## src/rtl/cap_pkg.sv

```systemverilog
package cap_pkg;

    localparam int CNT_W   = 16;
    localparam int NSRC    = 3;
    localparam int DIV_W   = 3;

    typedef enum logic [1:0] {
        SEL_OUT  = 2'b00,
        SEL_IN_A = 2'b01,
        SEL_IN_B = 2'b10,
        SEL_IN_C = 2'b11
    } sel_e;

    typedef enum logic [1:0] {
        DIV1 = 2'b00,
        DIV2 = 2'b01,
        DIV4 = 2'b10,
        DIV8 = 2'b11
    } div_e;

    typedef struct packed {
        logic [CNT_W-1:0] value;
        logic             flag;
    } cap_state_t;

    function automatic logic [DIV_W-1:0] div_last(div_e d);
        logic [DIV_W:0] n;
        n = (DIV_W+1)'(1) << d;
        return DIV_W'(n - 1'b1);
    endfunction

    function automatic logic is_input(sel_e s);
        return s != SEL_OUT;
    endfunction

endpackage

```

## src/rtl/cap_edge.sv

```systemverilog
module cap_edge
    import cap_pkg::*;
#(
    parameter int N_SRC = NSRC
) (
    input  logic             clk,
    input  logic             rst,
    input  logic [N_SRC-1:0] src_i,
    input  logic             pol_i,
    input  sel_e             sel_i,
    output logic             evt_o
);

    logic [N_SRC-1:0] stg1_q;
    logic [N_SRC-1:0] stg2_q;
    logic [N_SRC-1:0] last_q;
    logic [N_SRC-1:0] edge_v;

    genvar g;
    generate
        for (g = 0; g < N_SRC; g++) begin : g_src
            always_ff @(posedge clk) begin
                if (rst) begin
                    stg1_q[g] <= 1'b0;
                    stg2_q[g] <= 1'b0;
                    last_q[g] <= 1'b0;
                end else begin
                    stg1_q[g] <= src_i[g];
                    stg2_q[g] <= stg1_q[g];
                    last_q[g] <= stg2_q[g];
                end
            end

            always_comb begin
                if (pol_i) edge_v[g] = last_q[g] & ~stg2_q[g];
                else       edge_v[g] = stg2_q[g] & ~last_q[g];
            end
        end
    endgenerate

    always_comb begin
        evt_o = 1'b0;
        for (int i = 0; i < N_SRC; i++) begin
            if (int'(sel_i) == i + 1) evt_o = edge_v[i];
        end
    end


    out_mode_quiet_chk: assert property (@(posedge clk) disable iff (rst)
        (sel_i == SEL_OUT) |-> !evt_o);

endmodule

```

## src/rtl/cap_prescale.sv

```systemverilog
module cap_prescale
    import cap_pkg::*;
#(
    parameter int W = DIV_W
) (
    input  logic clk,
    input  logic rst,
    input  logic act_i,
    input  logic evt_i,
    input  div_e div_i,
    output logic fire_o
);

    logic [W-1:0] cnt_q;
    div_e         div_q;
    logic         restart;
    logic         at_last;

    assign restart = !act_i || (div_i != div_q);
    assign at_last = (cnt_q == div_last(div_i));
    assign fire_o  = evt_i && !restart && at_last;

    always_ff @(posedge clk) begin
        if (rst) begin
            cnt_q <= '0;
            div_q <= DIV1;
        end else begin
            div_q <= div_i;
            if (restart)      cnt_q <= '0;
            else if (evt_i)   cnt_q <= at_last ? '0 : cnt_q + 1'b1;
        end
    end


    div_bound_chk: assert property (@(posedge clk) disable iff (rst)
        cnt_q <= div_last(div_q));


    div_restart_chk: assert property (@(posedge clk) disable iff (rst)
        !act_i |=> cnt_q == '0);


    div_one_chk: assert property (@(posedge clk) disable iff (rst)
        (act_i && evt_i && div_i == DIV1 && div_q == DIV1) |-> fire_o);

endmodule

```

## src/rtl/cap_store.sv

```systemverilog
module cap_store
    import cap_pkg::*;
#(
    parameter int W = CNT_W
) (
    input  logic         clk,
    input  logic         rst,
    input  logic         fire_i,
    input  logic [W-1:0] cnt_i,
    input  logic         clr_i,
    output logic [W-1:0] cap_o,
    output logic         flag_o
);

    cap_state_t st_q;
    cap_state_t st_d;

    always_comb begin
        st_d = st_q;
        if (clr_i)  st_d.flag = 1'b0;
        if (fire_i) begin
            st_d.value = cnt_i;
            st_d.flag  = 1'b1;
        end
    end

    always_ff @(posedge clk) begin
        if (rst) st_q <= '0;
        else     st_q <= st_d;
    end

    assign cap_o  = st_q.value;
    assign flag_o = st_q.flag;


    cap_load_chk: assert property (@(posedge clk) disable iff (rst)
        fire_i |=> cap_o == $past(cnt_i));


    flag_set_chk: assert property (@(posedge clk) disable iff (rst)
        fire_i |=> flag_o);


    flag_clr_chk: assert property (@(posedge clk) disable iff (rst)
        (clr_i && !fire_i) |=> !flag_o);

endmodule

```

## src/rtl/capture_channel.sv

```systemverilog
module capture_channel
    import cap_pkg::*;
#(
    parameter int CW = CNT_W,
    parameter int NS = NSRC
) (
    input  logic          clk,
    input  logic          rst,
    input  logic [CW-1:0] cnt_i,
    input  logic [NS-1:0] src_i,
    input  logic          pol_i,
    input  logic          en_i,
    input  logic          sel_wr_i,
    input  logic [1:0]    sel_wdata_i,
    input  logic [1:0]    psc_i,
    input  logic          ie_i,
    input  logic          flag_clr_i,
    output logic [CW-1:0] cap_o,
    output logic          flag_o,
    output logic          irq_o,
    output logic [1:0]    sel_o
);

    sel_e sel_q;
    logic active;
    logic evt;
    logic fire;

    always_ff @(posedge clk) begin
        if (rst)                   sel_q <= SEL_OUT;
        else if (sel_wr_i && !en_i) sel_q <= sel_e'(sel_wdata_i);
    end

    assign active = en_i && is_input(sel_q);
    assign sel_o  = sel_q;

    cap_edge #(.N_SRC(NS)) u_edge (
        .clk   (clk),
        .rst   (rst),
        .src_i (src_i),
        .pol_i (pol_i),
        .sel_i (sel_q),
        .evt_o (evt)
    );

    cap_prescale #(.W(DIV_W)) u_div (
        .clk    (clk),
        .rst    (rst),
        .act_i  (active),
        .evt_i  (evt),
        .div_i  (div_e'(psc_i)),
        .fire_o (fire)
    );

    cap_store #(.W(CW)) u_store (
        .clk    (clk),
        .rst    (rst),
        .fire_i (fire),
        .cnt_i  (cnt_i),
        .clr_i  (flag_clr_i),
        .cap_o  (cap_o),
        .flag_o (flag_o)
    );

    assign irq_o = flag_o & ie_i;


    sel_frozen_chk: assert property (@(posedge clk) disable iff (rst)
        en_i |=> sel_q == $past(sel_q));


    out_hold_chk: assert property (@(posedge clk) disable iff (rst)
        (sel_q == SEL_OUT) |=> $stable(cap_o));

endmodule

```

## config.mk

```make
export PLATFORM = sky130hd
export DESIGN_NAME = capture_channel
export DESIGN_NICKNAME = d
export VERILOG_FILES = /design/src/rtl/cap_pkg.sv /design/src/rtl/cap_edge.sv /design/src/rtl/cap_prescale.sv /design/src/rtl/cap_store.sv /design/src/rtl/capture_channel.sv
export SDC_FILE = /design/constraint.sdc
export NUM_CORES = 1
export LEC_CHECK = 0
export BUFFER_PORTS_ARGS = -buffer_cell sky130_fd_sc_hd__buf_4
export CAP_MARGIN = 30
export CORE_MARGIN = 10
export CORE_UTILIZATION = 45
export CTS_CLUSTER_DIAMETER = 50
export DETAILED_ROUTE_END_ITERATION = 8
export PLACE_DENSITY = 0.71
export SKIP_LAST_GASP = 1
export SYNTH_ARGS = -nofsm -noshare
export SYNTH_HDL_FRONTEND = slang
export SYNTH_SLANG_ARGS = --single-unit
```

## constraint.sdc

```tcl
create_clock -name clk -period 2.1 [get_ports clk]
set_clock_uncertainty 0.1 [all_clocks]
set_input_delay 0.42 -clock clk [delete_from_list [all_inputs] [get_ports clk]]
set_output_delay 0.42 -clock clk [all_outputs]
set_load 0.05 [all_outputs]
```

==> results.ini <==
[global_route]
grt_pass1_vias=1272
gr-total-overflow=0
grt_use_total_pct=11.41
antenna_found_initial=0
grt_max_degree=40
grt_pass1_wl_um=5561

[clock_tree]
cts_resized=0
cts_root_buf=clkbuf_4
clkTransAtPathRegs_ps=100
postCtsHoldBufs=0
post-cts-setup-buffers=0
clk_latency_ps=320
clkSinkCount=33
cts-htree-levels=2
numCtsBuffers=5
cts_tree=built
ctsLongestPathBuffers=2

[place]
portBuffers=49
dp_hpwl_um=2519
gp_congestion=0.7829
place_ws_ps=148.0

[sta]
min_period_over_period_pct=89.67
tns_ps=0
hold_viol=0
report.final.slew_viol_count=0
timing.fmax_ghz=0.5310
finalCriticalPeriod_ps=1883
finalWorstSetupSlack_ps=216.9
tightest_slew_ps=304.6
rsz0062_at_grt=no
slew_headroom_pct=79.70
setup_viol=0

[route]
vias=1251
wl_per_cell_um=13.65
route.detailed.drc=0
routed_wirelength_um=3344
viasPerCell=5.106
drtIter0Drc=53
drtPass1Iterations=4
postRouteAntennaNets=0

[floorplanning]
rows=20
dieArea_sq_um=5787
start_util_pct=46.74
die_x_um=76.08
pin_count=50
die_h_um=76.08
coreArea_sq_um=3028

[setup_path]
arrival_ps=2000
cp-start-kind=flip-flop
crit_path_end_kind=flip-flop
crit_fanout=39
crit_type=flip-flop to flip-flop
crit_required_ps=2210

[pwr]
combPwrFrac_pct=7.9
p_seq_share_pct=52.0
intPower_mw=0.9739
power_switching_mw=0.2613
p_sw_share_pct=21.15
power.density_nw_per_um2=644.4
p_clk_share_pct=40.1
p_leak_nw=0.7806
ir_drop_mv=0.3643

[synthesis]
syn_area_sq_um=1415
synth_cell_types=32
yosysWarningCount=0
synth_cells=152
synth-edff-count=0
syn_avg_cell_area_sq_um=9.310
async_flop_share_pct=0
syn-num-nets=183
synth_top_flop_cell=dfxtp_1
ys_seq_area_share_pct=46.68
synth.ff_latch_count=33

[cells_and_area]
final_common_cell=buf_4
finish.utilization_pct=63.31
num_antenna_cells=0
syn2layout_area_growth_pct=35.46
layout.nets=231
drive_gt1_share_pct=29.85
mostFrequentLayoutCells=buf_4 (49), dfxtp_1 (33), a21oi_1 (21), nand3_1 (17), a21bo_1 (16)
n_fill_cell=272

[run]
cap_violations=0

[status]
status=finished clean

[min_path]
min-delay-path-class=input pin to flip-flop

[cell usage after synthesis, types with 2 or more instances]
master,instances,area (sq um)
a21oi_1,21,105.1
o21ai_0,2,10.01
buf_2,4,20.02
nand3_1,17,85.08
nor3_1,2,10.01
o21ai_1,2,10.01
nor3b_1,2,15.01
nand3b_1,2,15.01
and2_1,2,12.51
clkbuf_1,3,11.26
nor2_1,6,22.52
a21bo_1,16,160.2
inv_1,3,11.26
a21boi_1,2,15.01
and3b_1,2,17.52
nand2b_1,3,18.77
xor2_1,2,17.52
nor2b_1,15,93.84
dfxtp_1,33,660.6
[through the flow]
step / power (mW) / cell area (sq um) / hold WS (ps) / std cells
6_report: 1.235 / 1917 / 199.4 / 245
5_1_grt: 1.287 / 1917 / 181.0 / 245
4_1_cts: 1.252 / 1917 / 192.4 / 245
3_5_place_dp: 0.7562 / 1828 / 332.8 / 237
3_3_place_gp: 0.7526 / 1828 / 317.0 / 237
2_1_floorplan: 0.7005 / 1415 / 313.8 / 152
[cell type report]
| class | count | area (sq um) | share of cell area [%] |
|---|---|---|---|
| clock inverter | 2 | 37.54 | 1.958 |
| clock buffer | 6 | 51.30 | 2.676 |
| multi-input combinational | 105 | 689.4 | 35.97 |
| timing repair buffer | 51 | 407.9 | 21.28 |
| sequential | 33 | 660.6 | 34.46 |
| tap | 44 | 55.05 | 2.872 |
| inverter | 4 | 15.01 | 0.7833 |
[final timing paths]
kind                                        from                to  slack, ps  cells past startpoint
worst min register to register  u_edge.stg1_q[0]  u_edge.stg2_q[0]        350                      1
worst min-delay path                    src_i[2]  u_edge.stg1_q[2]        200                      2
worst max-delay path                    sel_o[1]    u_div.cnt_q[2]        220                      5
worst max register to register          sel_o[1]    u_div.cnt_q[2]        220                      5
[metal layers]
metal / routed length [um] / track usage (%) / part of all wire (%)
met3: 268 / 6.132 / 8.0
met1: 1343 / 11.26 / 40
met2: 1706 / 19.90 / 51
met5: 0 / 0 / 0
met4: 25 / 3.903 / 0.75
[cell families after synthesis]
| group | Yosys count | synth area share, % |
|---|---|---|
| simple gates | 53 | 21.40 |
| compound gates | 48 | 24.23 |
| flops | 33 | 46.68 |
| buf+inv | 14 | 4.863 |
| xor+xnor | 2 | 1.238 |
| mux | 1 | 0.7074 |
| fa+ha+maj | 1 | 0.8840 |
[sequential cells by signal (all words and copies together), names as in the netlist]
register and cells:
sel_o 2, u_div.cnt_q 3, u_edge.stg2_q 3, u_edge.stg1_q 3, u_div.div_q 2, u_edge.last_q 3, u_store.cap_o 16, u_store.flag_o 1
[power groups by stage]
stage	clock network [mW]	logic, mW	registers [mW]
after floorplan	0	0.0387	0.662
after global placement	0	0.0964	0.656
after detailed placement	0	0.0995	0.657
after CTS	0.510	0.0998	0.642
after global routing	0.534	0.109	0.644
final	0.495	0.0981	0.642
[worst max-delay path, stage by stage (launching register included)]
cell	delay (ps)
dfxtp_1	380
o31a_1	320
a222oi_1	430
buf_12	250
a21boi_1	190
o32ai_1	90
No activity file was read; power rests on OpenSTA's default activity.
